--- src/rtl/cfg_port_pkg.sv ---
package cfg_port_pkg;
  typedef enum logic [1:0] {LK_SHUT = 2'd0, LK_HALF = 2'd1, LK_OPEN = 2'd2} lock_e;
  localparam logic [7:0]  KEY_ENTER = 8'h87;
  localparam logic [7:0]  KEY_EXIT  = 8'hAA;
  localparam logic [7:0]  REG_LDSEL = 8'h07;
  localparam logic [7:0]  REG_ID_HI = 8'h20;
  localparam logic [7:0]  REG_ID_LO = 8'h21;
  localparam logic [7:0]  REG_REV   = 8'h22;
  localparam logic [7:0]  REG_MF_HI = 8'h23;
  localparam logic [7:0]  REG_MF_LO = 8'h24;
  localparam logic [15:0] MFG_ID    = 16'h1934;
endpackage

--- src/rtl/cfg_lock_fsm.sv ---
module cfg_lock_fsm
  import cfg_port_pkg::*;
(
  input  logic       clk_i,
  input  logic       rst_ni,
  input  logic       key_wr_i,
  input  logic [7:0] key_i,
  output logic       open_o,
  output logic       idx_load_o
);
  lock_e state_q, state_d;

  always_comb begin
    state_d = state_q;
    if (key_wr_i) begin
      unique case (state_q)
        LK_SHUT: state_d = (key_i == KEY_ENTER) ? LK_HALF : LK_SHUT;
        LK_HALF: state_d = (key_i == KEY_ENTER) ? LK_OPEN : LK_SHUT;
        LK_OPEN: state_d = (key_i == KEY_EXIT)  ? LK_SHUT : LK_OPEN;
        default: state_d = LK_SHUT;
      endcase
    end
  end

  always_ff @(posedge clk_i or negedge rst_ni)
    if (!rst_ni) state_q <= LK_SHUT;
    else         state_q <= state_d;

  assign open_o     = (state_q == LK_OPEN);
  assign idx_load_o = key_wr_i && open_o && (key_i != KEY_EXIT);

  assert_unlock_R3: assert property (@(posedge clk_i) disable iff (!rst_ni)
    $rose(open_o) |-> $past(key_wr_i && key_i == KEY_ENTER && state_q == LK_HALF));
  assert_relock_R4: assert property (@(posedge clk_i) disable iff (!rst_ni)
    (open_o && key_wr_i && key_i == KEY_EXIT) |=> !open_o);
  assert_break_R3: assert property (@(posedge clk_i) disable iff (!rst_ni)
    (state_q == LK_HALF && key_wr_i && key_i != KEY_ENTER) |=> state_q == LK_SHUT);
endmodule

--- src/rtl/cfg_reg_file.sv ---
module cfg_reg_file
  import cfg_port_pkg::*;
#(
  parameter logic [15:0] DEV_ID   = 16'h1010,
  parameter logic [7:0]  DEV_REV  = 8'h01,
  parameter logic [7:0]  WIN_LD   = 8'h06,
  parameter logic [7:0]  WIN_BASE = 8'h30
) (
  input  logic       clk_i,
  input  logic       rst_ni,
  input  logic       open_i,
  input  logic       idx_load_i,
  input  logic [7:0] wdata_i,
  input  logic       dat_acc_i,
  input  logic       dat_wr_i,
  input  logic [7:0] win_rdata_i,
  output logic [7:0] idx_o,
  output logic [7:0] dat_rdata_o,
  output logic       win_sel_o,
  output logic       win_we_o
);
  logic [7:0] idx_q, ld_sel_q;
  logic       win_hit;

  assign win_hit = (ld_sel_q == WIN_LD) && (idx_q >= WIN_BASE);

  always_ff @(posedge clk_i or negedge rst_ni)
    if (!rst_ni)         idx_q <= '0;
    else if (idx_load_i) idx_q <= wdata_i;

  always_ff @(posedge clk_i or negedge rst_ni)
    if (!rst_ni)                                ld_sel_q <= '0;
    else if (dat_wr_i && idx_q == REG_LDSEL)    ld_sel_q <= wdata_i;

  always_comb begin
    unique case (idx_q)
      REG_LDSEL: dat_rdata_o = ld_sel_q;
      REG_ID_HI: dat_rdata_o = DEV_ID[15:8];
      REG_ID_LO: dat_rdata_o = DEV_ID[7:0];
      REG_REV:   dat_rdata_o = DEV_REV;
      REG_MF_HI: dat_rdata_o = MFG_ID[15:8];
      REG_MF_LO: dat_rdata_o = MFG_ID[7:0];
      default:   dat_rdata_o = win_hit ? win_rdata_i : 8'h00;
    endcase
  end

  assign idx_o     = idx_q;
  assign win_sel_o = dat_acc_i && win_hit;
  assign win_we_o  = win_sel_o && dat_wr_i;

  assert_ldsel_hold_R2: assert property (@(posedge clk_i) disable iff (!rst_ni)
    !open_i |=> $stable(ld_sel_q));
  assert_win_gate_R8: assert property (@(posedge clk_i) disable iff (!rst_ni)
    win_sel_o |-> (open_i && ld_sel_q == WIN_LD));
  assert_idx_hold_R4: assert property (@(posedge clk_i) disable iff (!rst_ni)
    !open_i |=> $stable(idx_q));
endmodule

--- src/rtl/cfg_port.sv ---
module cfg_port
  import cfg_port_pkg::*;
#(
  parameter bit          BASE_SEL = 1'b0,
  parameter logic [15:0] DEV_ID   = 16'h1010,
  parameter logic [7:0]  DEV_REV  = 8'h01,
  parameter logic [7:0]  WIN_LD   = 8'h06,
  parameter logic [7:0]  WIN_BASE = 8'h30
) (
  input  logic        clk_i,
  input  logic        rst_ni,
  input  logic [15:0] io_addr_i,
  input  logic        io_wr_i,
  input  logic        io_rd_i,
  input  logic [7:0]  io_wdata_i,
  output logic [7:0]  io_rdata_o,
  output logic        win_sel_o,
  output logic        win_we_o,
  output logic [7:0]  win_addr_o,
  output logic [7:0]  win_wdata_o,
  input  logic [7:0]  win_rdata_i
);
  localparam logic [15:0] IDX_ADDR = BASE_SEL ? 16'h004E : 16'h002E;
  localparam logic [15:0] DAT_ADDR = IDX_ADDR + 16'd1;

  logic       hit_idx, hit_dat, open, idx_load, dat_acc, dat_wr;
  logic [7:0] idx, dat_rdata;

  assign hit_idx = (io_addr_i == IDX_ADDR);
  assign hit_dat = (io_addr_i == DAT_ADDR);
  assign dat_acc = open && hit_dat && (io_rd_i || io_wr_i);
  assign dat_wr  = open && hit_dat && io_wr_i;

  cfg_lock_fsm u_lock (
    .clk_i      (clk_i),
    .rst_ni     (rst_ni),
    .key_wr_i   (io_wr_i && hit_idx),
    .key_i      (io_wdata_i),
    .open_o     (open),
    .idx_load_o (idx_load)
  );

  cfg_reg_file #(
    .DEV_ID (DEV_ID), .DEV_REV (DEV_REV), .WIN_LD (WIN_LD), .WIN_BASE (WIN_BASE)
  ) u_regs (
    .clk_i       (clk_i),
    .rst_ni      (rst_ni),
    .open_i      (open),
    .idx_load_i  (idx_load),
    .wdata_i     (io_wdata_i),
    .dat_acc_i   (dat_acc),
    .dat_wr_i    (dat_wr),
    .win_rdata_i (win_rdata_i),
    .idx_o       (idx),
    .dat_rdata_o (dat_rdata),
    .win_sel_o   (win_sel_o),
    .win_we_o    (win_we_o)
  );

  always_comb begin
    io_rdata_o = 8'hFF;
    if (io_rd_i && open) begin
      if (hit_idx)      io_rdata_o = idx;
      else if (hit_dat) io_rdata_o = dat_rdata;
    end
  end

  assign win_addr_o  = idx;
  assign win_wdata_o = io_wdata_i;

  assert_locked_read_R2: assert property (@(posedge clk_i) disable iff (!rst_ni)
    (!open && io_rd_i) |-> io_rdata_o == 8'hFF);
  assert_foreign_addr_R9: assert property (@(posedge clk_i) disable iff (!rst_ni)
    (!hit_idx && !hit_dat) |-> (io_rdata_o == 8'hFF && !win_sel_o));
  assert_win_idle_R8: assert property (@(posedge clk_i) disable iff (!rst_ni)
    !(io_rd_i || io_wr_i) |-> !win_sel_o && !win_we_o);
endmodule

--- config.mk ---
export PLATFORM = sky130hd
export DESIGN_NAME = cfg_port
export DESIGN_NICKNAME = d
export VERILOG_FILES = /design/src/rtl/cfg_port_pkg.sv /design/src/rtl/cfg_lock_fsm.sv /design/src/rtl/cfg_reg_file.sv /design/src/rtl/cfg_port.sv
export SDC_FILE = /design/constraint.sdc
export NUM_CORES = 1
export LEC_CHECK = 0
export BUFFER_PORTS_ARGS = -buffer_cell sky130_fd_sc_hd__buf_2
export CAP_MARGIN = 30
export CORE_MARGIN = 10
export CORE_UTILIZATION = 45
export DETAILED_ROUTE_END_ITERATION = 10
export MAX_ROUTING_LAYER = met4
export PLACE_DENSITY = 0.79
export SETUP_SLACK_MARGIN = 0.3
export SKIP_LAST_GASP = 1
export SLEW_MARGIN = 10
export SYNTH_ARGS = -nofsm -noshare
export SYNTH_HDL_FRONTEND = slang
export SYNTH_SLANG_ARGS = --single-unit
--- constraint.sdc ---
create_clock -name clk_i -period 2.4 [get_ports clk_i]
set_clock_uncertainty 0.15 [all_clocks]
set_input_delay 0.12 -clock clk_i [delete_from_list [all_inputs] [get_ports clk_i]]
set_output_delay 0.12 -clock clk_i [all_outputs]
set_load 0.1 [all_outputs]
# --- Word level (Yosys, flattened, before mapping) ---
# Cells that the tools add are included.
# Widths: inputs -> output; s select.
word_totals:
  output_inout_bits: 26
  reg_bits: 18
  wordCells: 41
  input_bits: 36
classes:
  eq_ne: 14
  magnitude_cmp: 1
  reduce_logical: 14
  n_mux: 9
op_table:
  columns: ["operator", "n"]
  rows:
  - ["$eq 8x6->1 const B", 5]
  - ["$pmux 8 s5", 1]
  - ["$eq 16x6->1 const B", 2]
  - ["$mux 8", 4]
  - ["$eq 8x3->1 const B", 2]
  - ["$eq 8x8->1 const B", 2]
  - ["$logic_and 1x1->1", 11]
  - ["$ge 8x6->1 const B", 1]
  - ["$ne 8x8->1 const B", 1]
  - ["$pmux 2 s3", 1]
  - ["$mux 2", 2]
  - ["$eq 2x1->1 const B", 1]
  - ["$eq 2x2->1 const B", 1]
  - ["$logic_not 2->1", 1]
  - ["$reduce_or 2->1", 1]
  - ["$logic_or 1x1->1", 1]
  - ["$mux 1", 1]

# --- Logic depth before layout (Yosys ltp) ---
# Gate-level depths: netlist of run 1.
logic_depth:
  ltp_word: 7
  depth_mapped: 4
  depth_no_buf: 4

# --- By module ---
# From an unflattened synthesis of run 1, not the netlist that was laid out.
hier_totals:
  cells_unflattened: 108
  area_unflattened_um2: 1252.5
modules_own_cells:
  columns: ["mod", "instances", "cells_each", "area_each_um2"]
  rows:
  - ["cfg_reg_file", 1, 58, 833.3]
  - ["cfg_port", 1, 37, 277.8]
  - ["cfg_lock_fsm", 1, 13, 141.4]

# --- Least setup slack after synthesis of run 1 ---
# No wires, ideal clock.
synth_path:
  kind: "flip-flop to output port"
  from: "reg u_regs.idx_q[7], in the netlist u_regs.idx_o[7]"
  to: "out io_rdata_o[2]"
  slack_ps: -1313
  n_path_buf: 0
  path_stages_with_launch: 5
  required_ps: 2130
  t_arrival_ps: 3443
  cell_sequence: "dfrtp_1 or4_4 nor2_1 nand2_1 a31oi_1"
synth_via:
  elab_chain_len: 7
  elab_cells_between_ends: 14
synth_rtl:
  columns: ["item", "line_no", "rtl"]
  rows:
  - ["start: declaration", "cfg_reg_file.sv:22", "logic [7:0] idx_q, ld_sel_q;"]
  - ["start signal: assignment", "cfg_reg_file.sv:29", "else if (idx_load_i) idx_q <= wdata_i;"]
  - ["$ge 8x6->1", "cfg_reg_file.sv:25", "assign win_hit = (ld_sel_q == WIN_LD) && (idx_q >= WIN_BASE);"]
  - ["$logic_and 1x1->1", "cfg_reg_file.sv:25", null]
  - ["$mux 8", "cfg_reg_file.sv:43", "default: dat_rdata_o = win_hit ? win_rdata_i : 8'h00;"]
  - ["$pmux 8 s5 *", "cfg_reg_file.sv:36", "unique case (idx_q)"]
  - ["$mux 8 *", "cfg_port.sv:64", "else if (hit_dat) io_rdata_o = dat_rdata;"]
  - ["$mux 8 *", "cfg_port.sv:63", "if (hit_idx) io_rdata_o = idx;"]
  - ["$mux 8 *", "cfg_port.sv:62", "if (io_rd_i && open) begin"]
  - ["end: declaration", "cfg_port.sv:16", "output logic [7:0] io_rdata_o,"]
# Mark *: on every way between the ends. The rest lies on a longest branch, timed or not.

# --- Worst setup path after layout of run 1 ---
layout_path:
  from: "reg u_regs.ld_sel_q[3]"
  to: "out io_rdata_o[5]"
layout_via:
  elab_chain_len: 7
layout_rtl:
  columns: ["item", "line_no", "rtl"]
  rows:
  - ["start: declaration", "cfg_reg_file.sv:22", null]
  - ["start signal: assignment", "cfg_reg_file.sv:33", "else if (dat_wr_i && idx_q == REG_LDSEL) ld_sel_q <= wdata_i;"]
  - ["$eq 8x3->1", "cfg_reg_file.sv:25", null]
  - ["$logic_and 1x1->1", "cfg_reg_file.sv:25", null]
  - ["$mux 8", "cfg_reg_file.sv:43", null]
  - ["$pmux 8 s5", "cfg_reg_file.sv:36", null]
  - ["$mux 8", "cfg_port.sv:64", null]
  - ["$mux 8", "cfg_port.sv:63", null]
  - ["$mux 8", "cfg_port.sv:62", null]
# No other way between the ends.

==> results.ini, run 1 <==
[status]
status=complete, but fails checks
violations=negative setup slack

[worst_setup_path]
cp_max_fo=7
arrival_ns=2.19
critical_path_class=reg2out
end_kind=primary output
crit_required_ns=2.13
startpoint_type=flop

[clock_network]
cts.sinks=18
clkTransAtPathRegs_ns=0.10
cts_tree=done
cts-root-buf=clkbuf_4
cts_buffers=3
cts_buffer_depth=2
clk_latency_ns=0.29
cts_max_level=1

[finish]
layoutNonFillerInstCount=233
nets=238
fin_util_pct=80.7
areaGrowthSynthToFinish_pct=73.9
drive_gt1_share_pct=68.2
stdcell_area_um2=2190

[global_route]
grt_usage_pct=19.7
grt_pass1_wl_um=8130
grt_max_degree=19
first_global_vias=1526
grt_remaining_overflow=0
antenna_found_initial=0

[power_and_ir_drop]
power_density_nw_per_um2=282
p_leak_nw=0.953
p_sw_w=0.000182
combPwrFrac_pct=21.0
vdd_ir_drop_max_v=0.000464
p_clk_share_pct=29.9
p_seq_share_pct=49.1
intPower_w=0.000436
sw_frac_of_total_pct=29.4

[floorplan]
die_h_um=72.9
die_x_um=72.9
num_io_pins=62
core.rowCount=19
die_area_um2=5310
core_um2=2710
initial_core_util_pct=46.4

[drt]
drt_iter0_drc=168
vias=1454
drc_errors=0
wire_per_inst_um=23.0
dr.pass1.iters=4
wl_um=5360
antenna_left=0
viasPerCell=6.24

[sta]
tightest_slew_ns=0.498
max-slew-margin-rel_pct=66.6
layout_setup_ws_ns=-0.0583
finalMaxSlewViolations=0
fin_crit_ns=2.46
hold_viol=0
min_period_over_period_pct=102
rsz0062_at_grt=true
max_clock_freq_mhz=407
setup_violations=8

[place]
place_hpwl_um=3530
gp_congestion=0.866
dpl-instance-area_um2=1910
port_buffers=61
dpl.cell_count=205

[synth]
synth_nets=157
synthAdderAreaFrac_pct=0
syn_area_per_cell_um2=10.4
synth_compound_area_share_pct=13.8
synthCells=121
yosysWarningCount=0
netlist-cell-type-count=38
synthSimpleGateAreaFrac_pct=31.3
synth_seq_cells=18
synth_area_um2=1260
synth_top_family_by_area=simple AND/OR/NAND/NOR gates
synth_mux_area_share_pct=12.5
yosysSeqAreaShare_pct=35.8
synthXorXnorAreaFrac_pct=0

[job]
drv_cap=0

[min_path]
min_path_type=in2async

## worst paths after layout
kind / start / slack [ns] / cells past startpoint / to
min in group clk_i: io_wr_i / 0.19 / 4 / u_lock.state_q[1]
min: rst_ni / 0.16 / 2 / u_regs.idx_o[6]
max: u_regs.ld_sel_q[3] / -0.06 / 6 / io_rdata_o[5]
min reg2reg: u_regs.ld_sel_q[4] / 0.41 / 1 / u_regs.ld_sel_q[4]
max reg2reg: u_regs.idx_o[7] / 0.26 / 5 / u_regs.ld_sel_q[0]
max in group asynchronous: rst_ni / 1.62 / 2 / u_regs.idx_o[7]
## layout make-up
type,count,area [µm²]
antenna,1,2.50
clock buffer,4,36.3
fill,160,522
inverter,5,18.8
multi-input combinational,89,965
sequential,18,465
tap,31,38.8
timing repair buffer,85,662
## Yosys cell counts
cell type | number | area share, %
dfrtp_1 | 18 | 36
mux2_2 | 14 | 13
nand2_1 | 9 | 2.7
buf_4 | 8 | 4.8
a2bb2oi_1 | 5 | 3.5
inv_1 | 5 | 1.5
nor4_1 | 5 | 2.5
a22oi_1 | 4 | 2.4
nor2_1 | 4 | 1.2
nor3_1 | 4 | 1.6
or4bb_1 | 4 | 3.6
a31oi_1 | 3 | 1.5
nor2b_1 | 3 | 1.5
a211oi_1 | 2 | 1.2
and4bb_2 | 2 | 2.0
nand3b_1 | 2 | 1.2
nor3_2 | 2 | 1.6
nor4_4 | 2 | 3.4
o21a_1 | 2 | 1.2
o21ai_0 | 2 | 0.80
o22ai_1 | 2 | 0.99
or4_1 | 2 | 1.2
or4_2 | 2 | 1.4
a21o_1 | 1 | 0.60
a21oi_1 | 1 | 0.40
and4_2 | 1 | 0.80
clkbuf_1 | 1 | 0.30
nand2b_1 | 1 | 0.50
nand3_1 | 1 | 0.40
nand3_2 | 1 | 0.80
nand4_1 | 1 | 0.50
nand4_4 | 1 | 1.7
nand4b_1 | 1 | 0.70
nor4b_1 | 1 | 0.70
o211ai_1 | 1 | 0.60
o2bb2ai_1 | 1 | 0.70
or3_2 | 1 | 0.60
or4_4 | 1 | 0.89
## critical path, cell delays in order, from the launching register on
cell and delay, ns:
dfrtp_1 0.41, or4bb_4 0.59, nor3_4 0.24, buf_6 0.17, nand2_1 0.09, a31oi_4 0.20, buf_12 0.20
## metrics by stage
step | setup TNS (ns) | total power (W) | hold slack, ns | worst slack, ns
CTS | -0.0323 | 0.000616 | 0.138 | -0.0179
global placement | 0 | 0.000422 | -0.0920 | 0.190
global route | -0.769 | 0.000638 | 0.172 | -0.109
floorplan | -0.0728 | 0.000383 | -0.326 | -0.0325
finish | -0.312 | 0.000617 | 0.164 | -0.0583
detailed placement | 0 | 0.000424 | -0.0866 | 0.141
## registers in the layout (all words and copies together) (netlist names)
register,flops
u_lock.state_q,2
u_regs.idx_o,8
u_regs.ld_sel_q,8
## timing repair
item	4_1_cts	5_1_grt
setup buffers	11	3
endpoints found under the hold margin	31	0
hold buffers	9	0
setup endpoints to repair	17	24
gates resized for setup	8	3
pin swaps	11	9
## per-layer routing
metal | global-route usage, % | routed length [µm]
met5 | - | 0
met4 | 7.81 | 132
met3 | 3.40 | 375
met2 | 35.2 | 2910
met1 | 20.8 | 1940
## cell families (layout without fill, tap and decap cells)
| group | after synthesis | after routing |
|---|---|---|
| flip-flops | 18 | 18 |
| buffers and inverters | 14 | 94 |
| other | 0 | 1 |
| AND/OR/NAND/NOR | 51 | 51 |
| multiplexers | 14 | 14 |
| AO/OA/AOI/OAI | 24 | 24 |
## power by group through the flow
stage / Clock (W) / Combinational (W) / Sequential, W
after floorplan: 0 / 0.0000743 / 0.000309
after global placement: 0 / 0.000113 / 0.000309
after detailed placement: 0 / 0.000115 / 0.000309
after CTS: 0.000185 / 0.000127 / 0.000303
after global routing: 0.000199 / 0.000136 / 0.000303
final: 0.000185 / 0.000130 / 0.000303
## cells in the final DEF (no fill, tap or decap), types with 2 or more instances in the layout
master	Yosys	routed
o21ai_0	2	2
nand2_1	9	7
buf_2	0	51
a31oi_4	0	3
nand3b_1	2	2
a22oi_1	4	2
or4_2	2	2
a2bb2oi_4	0	5
nor3_4	0	3
o21a_1	2	2
dfrtp_4	0	2
nor2b_1	3	3
buf_4	8	14
clkbuf_4	0	3
or4bb_1	4	3
dfrtp_2	0	6
nand2_2	0	2
and4bb_2	2	2
mux2_2	14	14
or4_4	1	3
dlygate4sd3_1	0	9
nor3_1	4	3
nor4_4	2	3
nor2_4	0	3
o22ai_1	2	2
dfrtp_1	18	10
buf_12	0	10
a22oi_2	0	2
inv_1	5	5
nor4_1	5	4
(Power assumes the default switching activity.)
==> inputs of run 2 (changes only) <==
--- a/config.mk
+++ b/config.mk
@@ -6,12 +6,12 @@
 export NUM_CORES = 1
 export LEC_CHECK = 0
 export BUFFER_PORTS_ARGS = -buffer_cell sky130_fd_sc_hd__buf_2
-export CAP_MARGIN = 30
+export CAP_MARGIN = 20
+export CORE_ASPECT_RATIO = 1.2
 export CORE_MARGIN = 10
-export CORE_UTILIZATION = 45
+export CORE_UTILIZATION = 25
 export DETAILED_ROUTE_END_ITERATION = 10
 export MAX_ROUTING_LAYER = met4
-export PLACE_DENSITY = 0.79
 export SETUP_SLACK_MARGIN = 0.3
 export SKIP_LAST_GASP = 1
 export SLEW_MARGIN = 10
==> results.ini, run 2 (synthesis results as in run 1) <==
[drt]
viasPerCell=5.10
drc_errors=0
dr.pass1.iters=4
vias=1276
wire_per_inst_um=17.6
antenna_left=0
drt_iter0_drc=47
wl_um=4400

[worst_setup_path]
worstPathCellList=or4_4 -> or4_4 -> nor2_4 -> buf_12
path_common_cell=or4_4
arrival_ns=2.09
cpPeakStageDelay_ns=0.57
crit_required_ns=2.13
cp_max_fo=2
end_kind=primary output
critical_path_class=reg2out
crit_slowest_cell=or4_4
startpoint_type=flop

[clock_network]
clkTransAtPathRegs_ns=0.07
cts_tree=done
cts-root-buf=clkbuf_8
cts_max_level=1
clk_latency_ns=0.25
cts_buffer_depth=2
cts.sinks=18
cts_buffers=3

[power_and_ir_drop]
p_leak_nw=0.925
p_sw_w=0.000188
p_seq_share_pct=45.1
p_clk_share_pct=36.5
combPwrFrac_pct=18.5
power_density_nw_per_um2=310
sw_frac_of_total_pct=28.0
vdd_ir_drop_max_v=0.000134
intPower_w=0.000485

[global_route]
antenna_found_initial=0
grt_pass1_wl_um=7300
grt_remaining_overflow=0
grt_max_degree=19
first_global_vias=1377
grt_usage_pct=10.8

[finish]
drive_gt1_share_pct=68.9
fillerInstances=441
layout_common_cells=buf_2 (51), mux2_2 (14), buf_12 (10), dfrtp_1 (10)
layout_commonest_cell=buf_2
multiInputGateArea_um2=988
register_area_um2=465
areaGrowthSynthToFinish_pct=72.6
diodes=0
nets=227

[sta]
max-slew-margin-rel_pct=66.9
fin_crit_ns=2.36
setup_violations=0
setup-tns-final_ns=0
hold_slack_ns=0.00572
max_clock_freq_mhz=424
min_period_over_period_pct=98.4
hold_viol=0
finalMaxSlewViolations=0
rsz0062_at_grt=true
tightest_slew_ns=0.500

[floorplan]
num_io_pins=62
initial_core_util_pct=25.7
core.rowCount=28
die_h_um=97.7
die_x_um=84.8
core_um2=4900
die_area_um2=8290

[job]
drv_cap=0

[min_path]
min_path_type=in2reg

[place]
port_buffers=61
gp_congestion=0.795
place_hpwl_um=3620

[status]
status=finished clean

run 2: path summary, 6_finish.rpt:
| check | start | to | slack, ns | cells after the start |
|---|---|---|---|---|
| worst max-delay path | u_regs.ld_sel_q[0] | win_we_o | 0.04 | 4 |
| worst min-delay path | io_wdata_i[7] | u_regs.ld_sel_q[7] | 0.006 | 2 |
| worst max register to register | u_regs.idx_o[7] | u_regs.ld_sel_q[2] | 0.27 | 5 |
| worst min register to register | u_regs.ld_sel_q[3] | u_regs.ld_sel_q[3] | 0.38 | 1 |
| max in group asynchronous | rst_ni | u_regs.idx_o[2] | 1.60 | 2 |
| min in group asynchronous | rst_ni | u_regs.idx_o[6] | 0.17 | 2 |
run 2: through the flow:
stage          total power [W]  cells  setup slack (ns)  cell area (µm²)  util [%]
2_1_floorplan         0.000383    121           -0.0325             1470         -
5_1_grt               0.000701    250          -0.00790             2170      44.3
3_3_place_gp          0.000424    236             0.294             1960      39.9
4_1_cts               0.000680    249            0.0127             2150      43.9
3_5_place_dp          0.000425    236             0.291             1960      39.9
6_report              0.000673    250            0.0392             2170      44.3
run 2: critical path: cells and delay by family, from the launching register on:
kind | cells | cell delay, ns
and+or+nand+nor | 3 | 1.25
DFF | 1 | 0.39
buffers and inverters | 1 | 0.18
run 2: cell type report:
cell class | count | share of cell area (%)
inverter | 5 | 0.864
clock buffer | 4 | 2.53
timing repair buffer | 74 | 26.2
multi-input combinational | 89 | 45.5
tap | 60 | 3.46
sequential | 18 | 21.4
run 2: routing by layer:
metal	share of wire (%)	global-route usage [%]	wire length, µm
met1	41	12.2	1820
met2	51	17.7	2250
met3	7.6	2.99	333
met4	0	3.81	0
met5	0	-	0
run 2: repair_timing:
action / CTS / global route
gates cloned: 0 / 0
endpoints found under the hold margin: 22 / 0
pin swaps: 15 / 5
gates resized for setup: 12 / 3
setup buffers: 4 / 1
hold buffers: 5 / 0
setup endpoints to repair: 13 / 24
run 2: power by group through the flow:
| stage | Clock, W | Combinational (W) | Sequential [W] |
|---|---|---|---|
| after floorplan | 0 | 0.0000743 | 0.000309 |
| after global placement | 0 | 0.000115 | 0.000309 |
| after detailed placement | 0 | 0.000116 | 0.000309 |
| after CTS | 0.000252 | 0.000124 | 0.000303 |
| after global routing | 0.000267 | 0.000132 | 0.000303 |
| final | 0.000245 | 0.000124 | 0.000303 |
